[config.mk]
export PLATFORM = sky130hd
export DESIGN_NAME = pc_card_status_irq
export DESIGN_NICKNAME = d
export VERILOG_FILES = /design/src/rtl/pcsc_pkg.sv /design/src/rtl/pcsc_sync.sv /design/src/rtl/pcsc_slot_events.sv /design/src/rtl/pcsc_regs.sv /design/src/rtl/pc_card_status_irq.sv
export SDC_FILE = /design/constraint.sdc
export NUM_CORES = 1
export LEC_CHECK = 0
export CORE_MARGIN = 2
export CORE_UTILIZATION = 30
export CTS_CLUSTER_DIAMETER = 40
export DETAILED_ROUTE_END_ITERATION = 12
export GPL_ROUTABILITY_DRIVEN = 0
export GPL_TIMING_DRIVEN = 0
export PLACE_DENSITY_LB_ADDON = 0.1
export SETUP_SLACK_MARGIN = 0.02
export SLEW_MARGIN = 0
export SYNTH_ARGS = -nofsm -noshare
export SYNTH_HDL_FRONTEND = slang
export SYNTH_SLANG_ARGS = --single-unit
[constraint.sdc]
create_clock -name clk -period 3.58 [get_ports clk]
set_input_delay 0.716 -clock clk [delete_from_list [all_inputs] [get_ports clk]]
set_output_delay 0.716 -clock clk [all_outputs]
set_load 0.01 [all_outputs]
[src/rtl/pcsc_pkg.sv]
package pcsc_pkg;

    localparam int REG_W     = 32;
    localparam int FIELD_W   = 16;
    localparam int PIN_W     = 8;
    localparam int MAX_SLOTS = REG_W / FIELD_W;

    // packed: first member is the most significant bit
    typedef struct packed {
        logic vs1;
        logic vs2;
        logic wp;
        logic cd2;
        logic cd1;
        logic bvd2;
        logic bvd1;
        logic rdy;
    } card_pins_t;

    typedef struct packed {
        card_pins_t chg;
        logic       rdy_low;
        logic       rdy_high;
        logic       rdy_rise;
        logic       rdy_fall;
        logic [3:0] rsvd;
    } slot_field_t;

    typedef enum logic [1:0] {
        SEL_PINS   = 2'd0,
        SEL_STATUS = 2'd1,
        SEL_ENABLE = 2'd2,
        SEL_NONE   = 2'd3
    } reg_sel_e;

    localparam logic [FIELD_W-1:0] FIELD_IMPL  = 16'hFFF0;
    localparam logic [FIELD_W-1:0] FIELD_LEVEL = 16'h0080;

    // Put a 16-bit slot field into its place in the shared register.
    function automatic logic [REG_W-1:0] place_field(input logic [FIELD_W-1:0] f, input int slot);
        logic [REG_W-1:0] t;
        t = {f, {(REG_W-FIELD_W){1'b0}}};
        return t >> (slot * FIELD_W);
    endfunction

    function automatic logic [REG_W-1:0] slots_mask(input logic [FIELD_W-1:0] f, input int nslots);
        logic [REG_W-1:0] m;
        m = '0;
        for (int s = 0; s < nslots; s++) m |= place_field(f, s);
        return m;
    endfunction

endpackage

[src/rtl/pcsc_sync.sv]
module pcsc_sync #(
    parameter int W      = 16,
    parameter int STAGES = 2
) (
    input  logic         clk,
    input  logic         rst,
    input  logic [W-1:0] d_i,
    output logic [W-1:0] q_o,
    output logic         vld_o
);
    logic [W-1:0]      stg [STAGES];
    logic [STAGES-1:0] vld;

    always_ff @(posedge clk) begin
        if (rst) begin
            for (int i = 0; i < STAGES; i++) stg[i] <= '0;
            vld <= '0;
        end else begin
            stg[0] <= d_i;
            for (int i = 1; i < STAGES; i++) stg[i] <= stg[i-1];
            vld <= {vld[STAGES-2:0], 1'b1};
        end
    end

    assign q_o   = stg[STAGES-1];
    assign vld_o = vld[STAGES-1];
endmodule

[src/rtl/pcsc_slot_events.sv]
module pcsc_slot_events
    import pcsc_pkg::*;
(
    input  logic        clk,
    input  logic        rst,
    input  card_pins_t  pins_i,
    input  logic        pins_vld_i,
    output slot_field_t set_o,
    output logic        rdy_low_o
);
    card_pins_t prev_q;
    logic       prev_vld_q;

    always_ff @(posedge clk) begin
        if (rst) begin
            prev_q     <= '0;
            prev_vld_q <= 1'b0;
        end else begin
            prev_q     <= pins_i;
            prev_vld_q <= pins_vld_i;
        end
    end

    card_pins_t diff;
    logic       cd_agree;

    always_comb begin
        diff     = prev_vld_q ? card_pins_t'(pins_i ^ prev_q) : '0;
        cd_agree = (pins_i.cd2 == pins_i.cd1);
        set_o          = '0;
        set_o.chg      = diff;
        set_o.chg.cd2  = diff.cd2 & cd_agree;
        set_o.chg.cd1  = diff.cd1 & cd_agree;
        set_o.rdy_high = pins_vld_i & pins_i.rdy;
        set_o.rdy_rise = diff.rdy & pins_i.rdy;
        set_o.rdy_fall = diff.rdy & ~pins_i.rdy;
        rdy_low_o      = pins_vld_i & ~pins_i.rdy;
    end
endmodule

[src/rtl/pcsc_regs.sv]
module pcsc_regs
    import pcsc_pkg::*;
#(
    parameter int NUM_SLOTS = 2
) (
    input  logic             clk,
    input  logic             rst,
    input  logic [REG_W-1:0] set_i,
    input  logic [REG_W-1:0] level_i,
    input  logic             wr_i,
    input  reg_sel_e         sel_i,
    input  logic [REG_W-1:0] wdata_i,
    output logic [REG_W-1:0] status_o,
    output logic [REG_W-1:0] enable_o,
    output logic             irq_o
);
    localparam logic [REG_W-1:0] IMPL   = slots_mask(FIELD_IMPL, NUM_SLOTS);
    localparam logic [REG_W-1:0] LEVEL  = slots_mask(FIELD_LEVEL, NUM_SLOTS);
    localparam logic [REG_W-1:0] STICKY = IMPL & ~LEVEL;

    logic [REG_W-1:0] status_q, enable_q, clr, status_d;
    logic             irq_q;

    always_comb begin
        clr      = (wr_i && sel_i == SEL_STATUS) ? wdata_i : '0;
        status_d = (((status_q & ~clr) | set_i) & STICKY) | (level_i & LEVEL);
    end

    always_ff @(posedge clk) begin
        if (rst) begin
            status_q <= '0;
            enable_q <= '0;
            irq_q    <= 1'b0;
        end else begin
            status_q <= status_d;
            if (wr_i && sel_i == SEL_ENABLE) enable_q <= wdata_i & IMPL;
            irq_q    <= |(status_q & enable_q);
        end
    end

    assign status_o = status_q;
    assign enable_o = enable_q;
    assign irq_o    = irq_q;
endmodule

[src/rtl/pc_card_status_irq.sv]
module pc_card_status_irq
    import pcsc_pkg::*;
#(
    parameter int NUM_SLOTS   = 2,
    parameter int SYNC_STAGES = 2
) (
    input  logic                     clk,
    input  logic                     rst,
    input  logic [NUM_SLOTS*8-1:0]   slot_pins_i,
    input  logic [1:0]               reg_sel_i,
    input  logic                     reg_wr_i,
    input  logic [31:0]              reg_wdata_i,
    output logic [31:0]              reg_rdata_o,
    output logic                     irq_o
);
    localparam int PINS_W = NUM_SLOTS * PIN_W;

    logic [PINS_W-1:0] pins_sync;
    logic              pins_vld;

    pcsc_sync #(.W(PINS_W), .STAGES(SYNC_STAGES)) u_sync (
        .clk(clk), .rst(rst), .d_i(slot_pins_i), .q_o(pins_sync), .vld_o(pins_vld)
    );

    card_pins_t  slot_pins [NUM_SLOTS];
    slot_field_t slot_set  [NUM_SLOTS];
    logic        slot_low  [NUM_SLOTS];

    for (genvar s = 0; s < NUM_SLOTS; s++) begin : g_slot
        assign slot_pins[s] = card_pins_t'(pins_sync[s*PIN_W +: PIN_W]);
        pcsc_slot_events u_ev (
            .clk(clk), .rst(rst),
            .pins_i(slot_pins[s]), .pins_vld_i(pins_vld),
            .set_o(slot_set[s]), .rdy_low_o(slot_low[s])
        );
    end

    logic [REG_W-1:0] set_all, level_all, pin_view;

    always_comb begin
        set_all   = '0;
        level_all = '0;
        pin_view  = '0;
        for (int s = 0; s < NUM_SLOTS; s++) begin
            set_all   |= place_field(slot_set[s], s);
            level_all |= place_field(FIELD_LEVEL & {FIELD_W{slot_low[s]}}, s);
            pin_view  |= place_field({slot_pins[s], 8'h00}, s);
        end
    end

    reg_sel_e         sel;
    logic [REG_W-1:0] status_q, enable_q;

    assign sel = reg_sel_e'(reg_sel_i);

    pcsc_regs #(.NUM_SLOTS(NUM_SLOTS)) u_regs (
        .clk(clk), .rst(rst),
        .set_i(set_all), .level_i(level_all),
        .wr_i(reg_wr_i), .sel_i(sel), .wdata_i(reg_wdata_i),
        .status_o(status_q), .enable_o(enable_q), .irq_o(irq_o)
    );

    always_comb begin
        case (sel)
            SEL_PINS:   reg_rdata_o = pin_view;
            SEL_STATUS: reg_rdata_o = status_q;
            SEL_ENABLE: reg_rdata_o = enable_q;
            default:    reg_rdata_o = '0;
        endcase
    end
endmodule

==> metrics.md <==
| Metric | Value |
|---|---|
| CTS sink cnt | 100 |
| Synthesis-stage register bit count | 100 |
| Worst slew pin tran | slightly below 0.7 ns |
| Final slew viol count | 0 |
| Most common cell in the netlist | dfxtp_1 |
| Average size of a mapped cell | 9.251 sq um |
| Vias in the first global route | 3210 |
| Setup violators final | 0 |
| Post-cts sizing count | 0 |
| Min cycle time layout | 3.429 ns |
| Overall Global Routing Usage | 0.1666 |
| I/O pins | 86 |
| Switching Fraction | 0.2454 |
| Antenna diodes | 0 |
| Max-cap viol count | 0 |
| Die Height | between 100 and 150 microns |
| Cells after Synth | 447 |
| Wire length per cell | 16.09 microns |
| Fin area | around 5300 sq um |
| HP Class | flop to flop |
| Vias | 3190 |
| H-tree lvl count | 3 |
| Synth unique cells | 26 |
| Status | completed |
| Layout cells sized above 1 | 0.1524 |
| Post CTS Setup Buffer Count | 0 |
| Area after DPL | 5062 sq um |
| Sequential fraction of the synthesis area | 0.4841 |
| Internal cell power | 1.757 mW |
| Row count | 42 |
| Largest net degree at the start of global routing | 17 |
| Crit Path Category | primary input to output port |
| Drc violations | 0 |
| Starting Density | 0.3098 |
| Ys async rst share | 0 |
| Core Util, Final | 0.4002 |
| Antenna Nets Post-Route | 0 |
| 1st-pass router iterations | 5 |
| Max Clock Freq | slightly below 300 MHz |
| Crit share post-route | 0.9578 |
| CP Capture Type | output port |
| Worst VDD drop | approximately 0.26 mV |
| Synth Warn # | 0 |
| Max_slew headroom | 0.5407 |
| Die area | 14740 sq um |
| Port Buf Inserts | 68 |
| Via-to-Cell Ratio | roughly 4.5 |
| Yosys top cell area share | 0.4841 |
| Worst EP arrival | 2.71 ns |
| Worst-path fanout max | 10 |
| Die W | 121.4 microns |
| Clock-pin slew on the worst setup and hold paths | 0.07 ns |
| Final WL | 11490 microns |
| Combinational share of power | 0.099 |
| Switching pwr | 0.5715 mW |
| Clk Latency, worst-skew pair | approximately 0.35 ns |
| Clock skew | 0.006202 ns |
| Clock Path Buffers | 2 |
| Synth area leaders | dfxtp_1 (48%), nor2b_1 (7.7%), nand2_1 (5.4%) |
| Leakage power | around 2.1 nW |
| Hpwl dp | 8444 microns |
| Total gr overflow | 0 |
| Root Driver | clkbuf_16 |
| EDFF count, synth | 0 |
| Synthesis-to-layout area growth | 29.17% |
| Num CTS Buffers | 9 |
| First-pass GRT wire length | 17940 microns |
| Sequential share of power | 0.505 |
| Clock share of power | 0.396 |
| CTS tree | yes |
| Synth Cell Area | 4135 sq um |
| Predominant post-synthesis flop cell | dfxtp_1 |
| Power density over the cells | roughly 440 nW/um^2 |
| Fill cell instance count of the final layout | 1378 |
| Final nets | 586 |
| Most frequent cells after synthesis | dfxtp_1 (100), nand2_1 (59), nor2b_1 (51) |
| CP Data Required Time | about 2.9 ns |
| Pwr Total | 2.329 mW |
| TNS Setup | 0 ns |
| Cts hold-fix bufs | 0 |
| Iter 0 DRT Violations | between 200 and 250 |
| RSZ-0062 raised after global routing | no |
| Final-report hold violation count | 0 |
| Area of the core | around 13000 sq um |
| Post-synthesis cell type with the largest combined area | dfxtp_1 |
| Startpoint class of the critical path | primary input |
| Initial antenna violation count | 0 |
==> area by class of cell <==
cell class | instances | area (sq um) | share of cell area
plain buffers | 35 | 254.0 | 0.04755
clock buffers | 11 | 242.7 | 0.04544
clock inverters | 5 | 36.28 | 0.006793
inverters | 24 | 90.09 | 0.01687
multi-input cells | 295 | 1815 | 0.3399
flip-flops and latches | 100 | 2002 | 0.3748
well taps | 176 | 220.2 | 0.04123
repair buffers | 68 | 680.7 | 0.1274
==> critical path: stages <==
cell	delay (ns)
clkdlybuf4s50_1	0.52
buf_6	0.18
nor2b_1	0.17
buf_6	0.14
buf_6	0.16
nand2_1	0.06
o21ai_0	0.14
clkdlybuf4s50_1	0.61
==> worst paths after layout <==
kind | start | endpoint | slack, ns | cells past startpoint
setup / recovery | reg_sel_i[0] | reg_rdata_o[26] | 0.15 | 8
hold / removal | u_sync.stg[0][4] | u_sync.stg[0][20] | 0.43 | 1
setup reg to reg | g_slot[1].u_ev.prev_vld_q | u_regs.status_o[24] | 2.39 | 3
hold reg to reg | u_sync.stg[0][4] | u_sync.stg[0][20] | 0.43 | 1
==> cells by family (layout without fill, tap and decap cells) <==
group	after synthesis	in the layout	share of synthesized area
AO/OA/AOI/OAI	109	109	0.1655
XOR/XNOR	12	12	0.02542
multiplexers	16	16	0.03873
AND/OR/NAND/NOR	150	150	0.2021
other	1	8	0.0009068
flip-flops	100	100	0.4841
buffers and inverters	59	143	0.08321
==> metal layers <==
metal | wire [microns] | global-route usage
met1 | 5165 | 0.2090
met2 | 5461 | 0.2767
met3 | 702 | 0.04746
met4 | 160 | 0.05172
met5 | 0 | 0
==> power by group through the flow <==
stage / registers (mW) / clock network (mW) / logic [mW]
after floorplan: 1.19 / 0 / 0.125
after global placement: 1.20 / 0 / 0.232
after CTS: 1.17 / 0.953 / 0.234
after detailed placement: 1.20 / 0 / 0.233
after global routing: 1.18 / 0.995 / 0.252
final: 1.18 / 0.923 / 0.230
==> per-stage QoR <==
step	cells	hold slack [ns]	worst slack [ns]
2_1_floorplan	454	0.4138	1.410
3_3_place_gp	698	0.4192	0.1059
3_5_place_dp	698	0.4204	0.1215
4_1_cts	714	0.4316	0.1092
5_1_grt	714	0.4514	0.02373
6_report	714	0.4281	0.1509
==> placed cells by master, fill, tap and decap left out, drive strengths merged, types with 6 or more instances in the layout <==
| master | n |
|---|---|
| a22oi | 12 |
| nand2 | 79 |
| dfxtp | 100 |
| inv | 25 |
| clkdlybuf4s50 | 68 |
| nand3b | 6 |
| conb | 8 |
| xor2 | 12 |
| nor2b | 51 |
| o21ai | 42 |
| buf | 25 |
| mux2i | 16 |
| clkbuf | 21 |
| a22o | 8 |
| a21oi | 46 |
==> state kept, by name, summed over array words and instances, names as in the netlist <==
name                    cells
u_regs.status_o            24
u_regs.enable_o            24
g_slot.u_ev.prev_vld_q      1
u_sync.vld                  2
g_slot.u_ev.prev_q         16
u_sync.stg                 32
u_regs.irq_o                1
No activity file was read; power rests on OpenSTA's default activity.
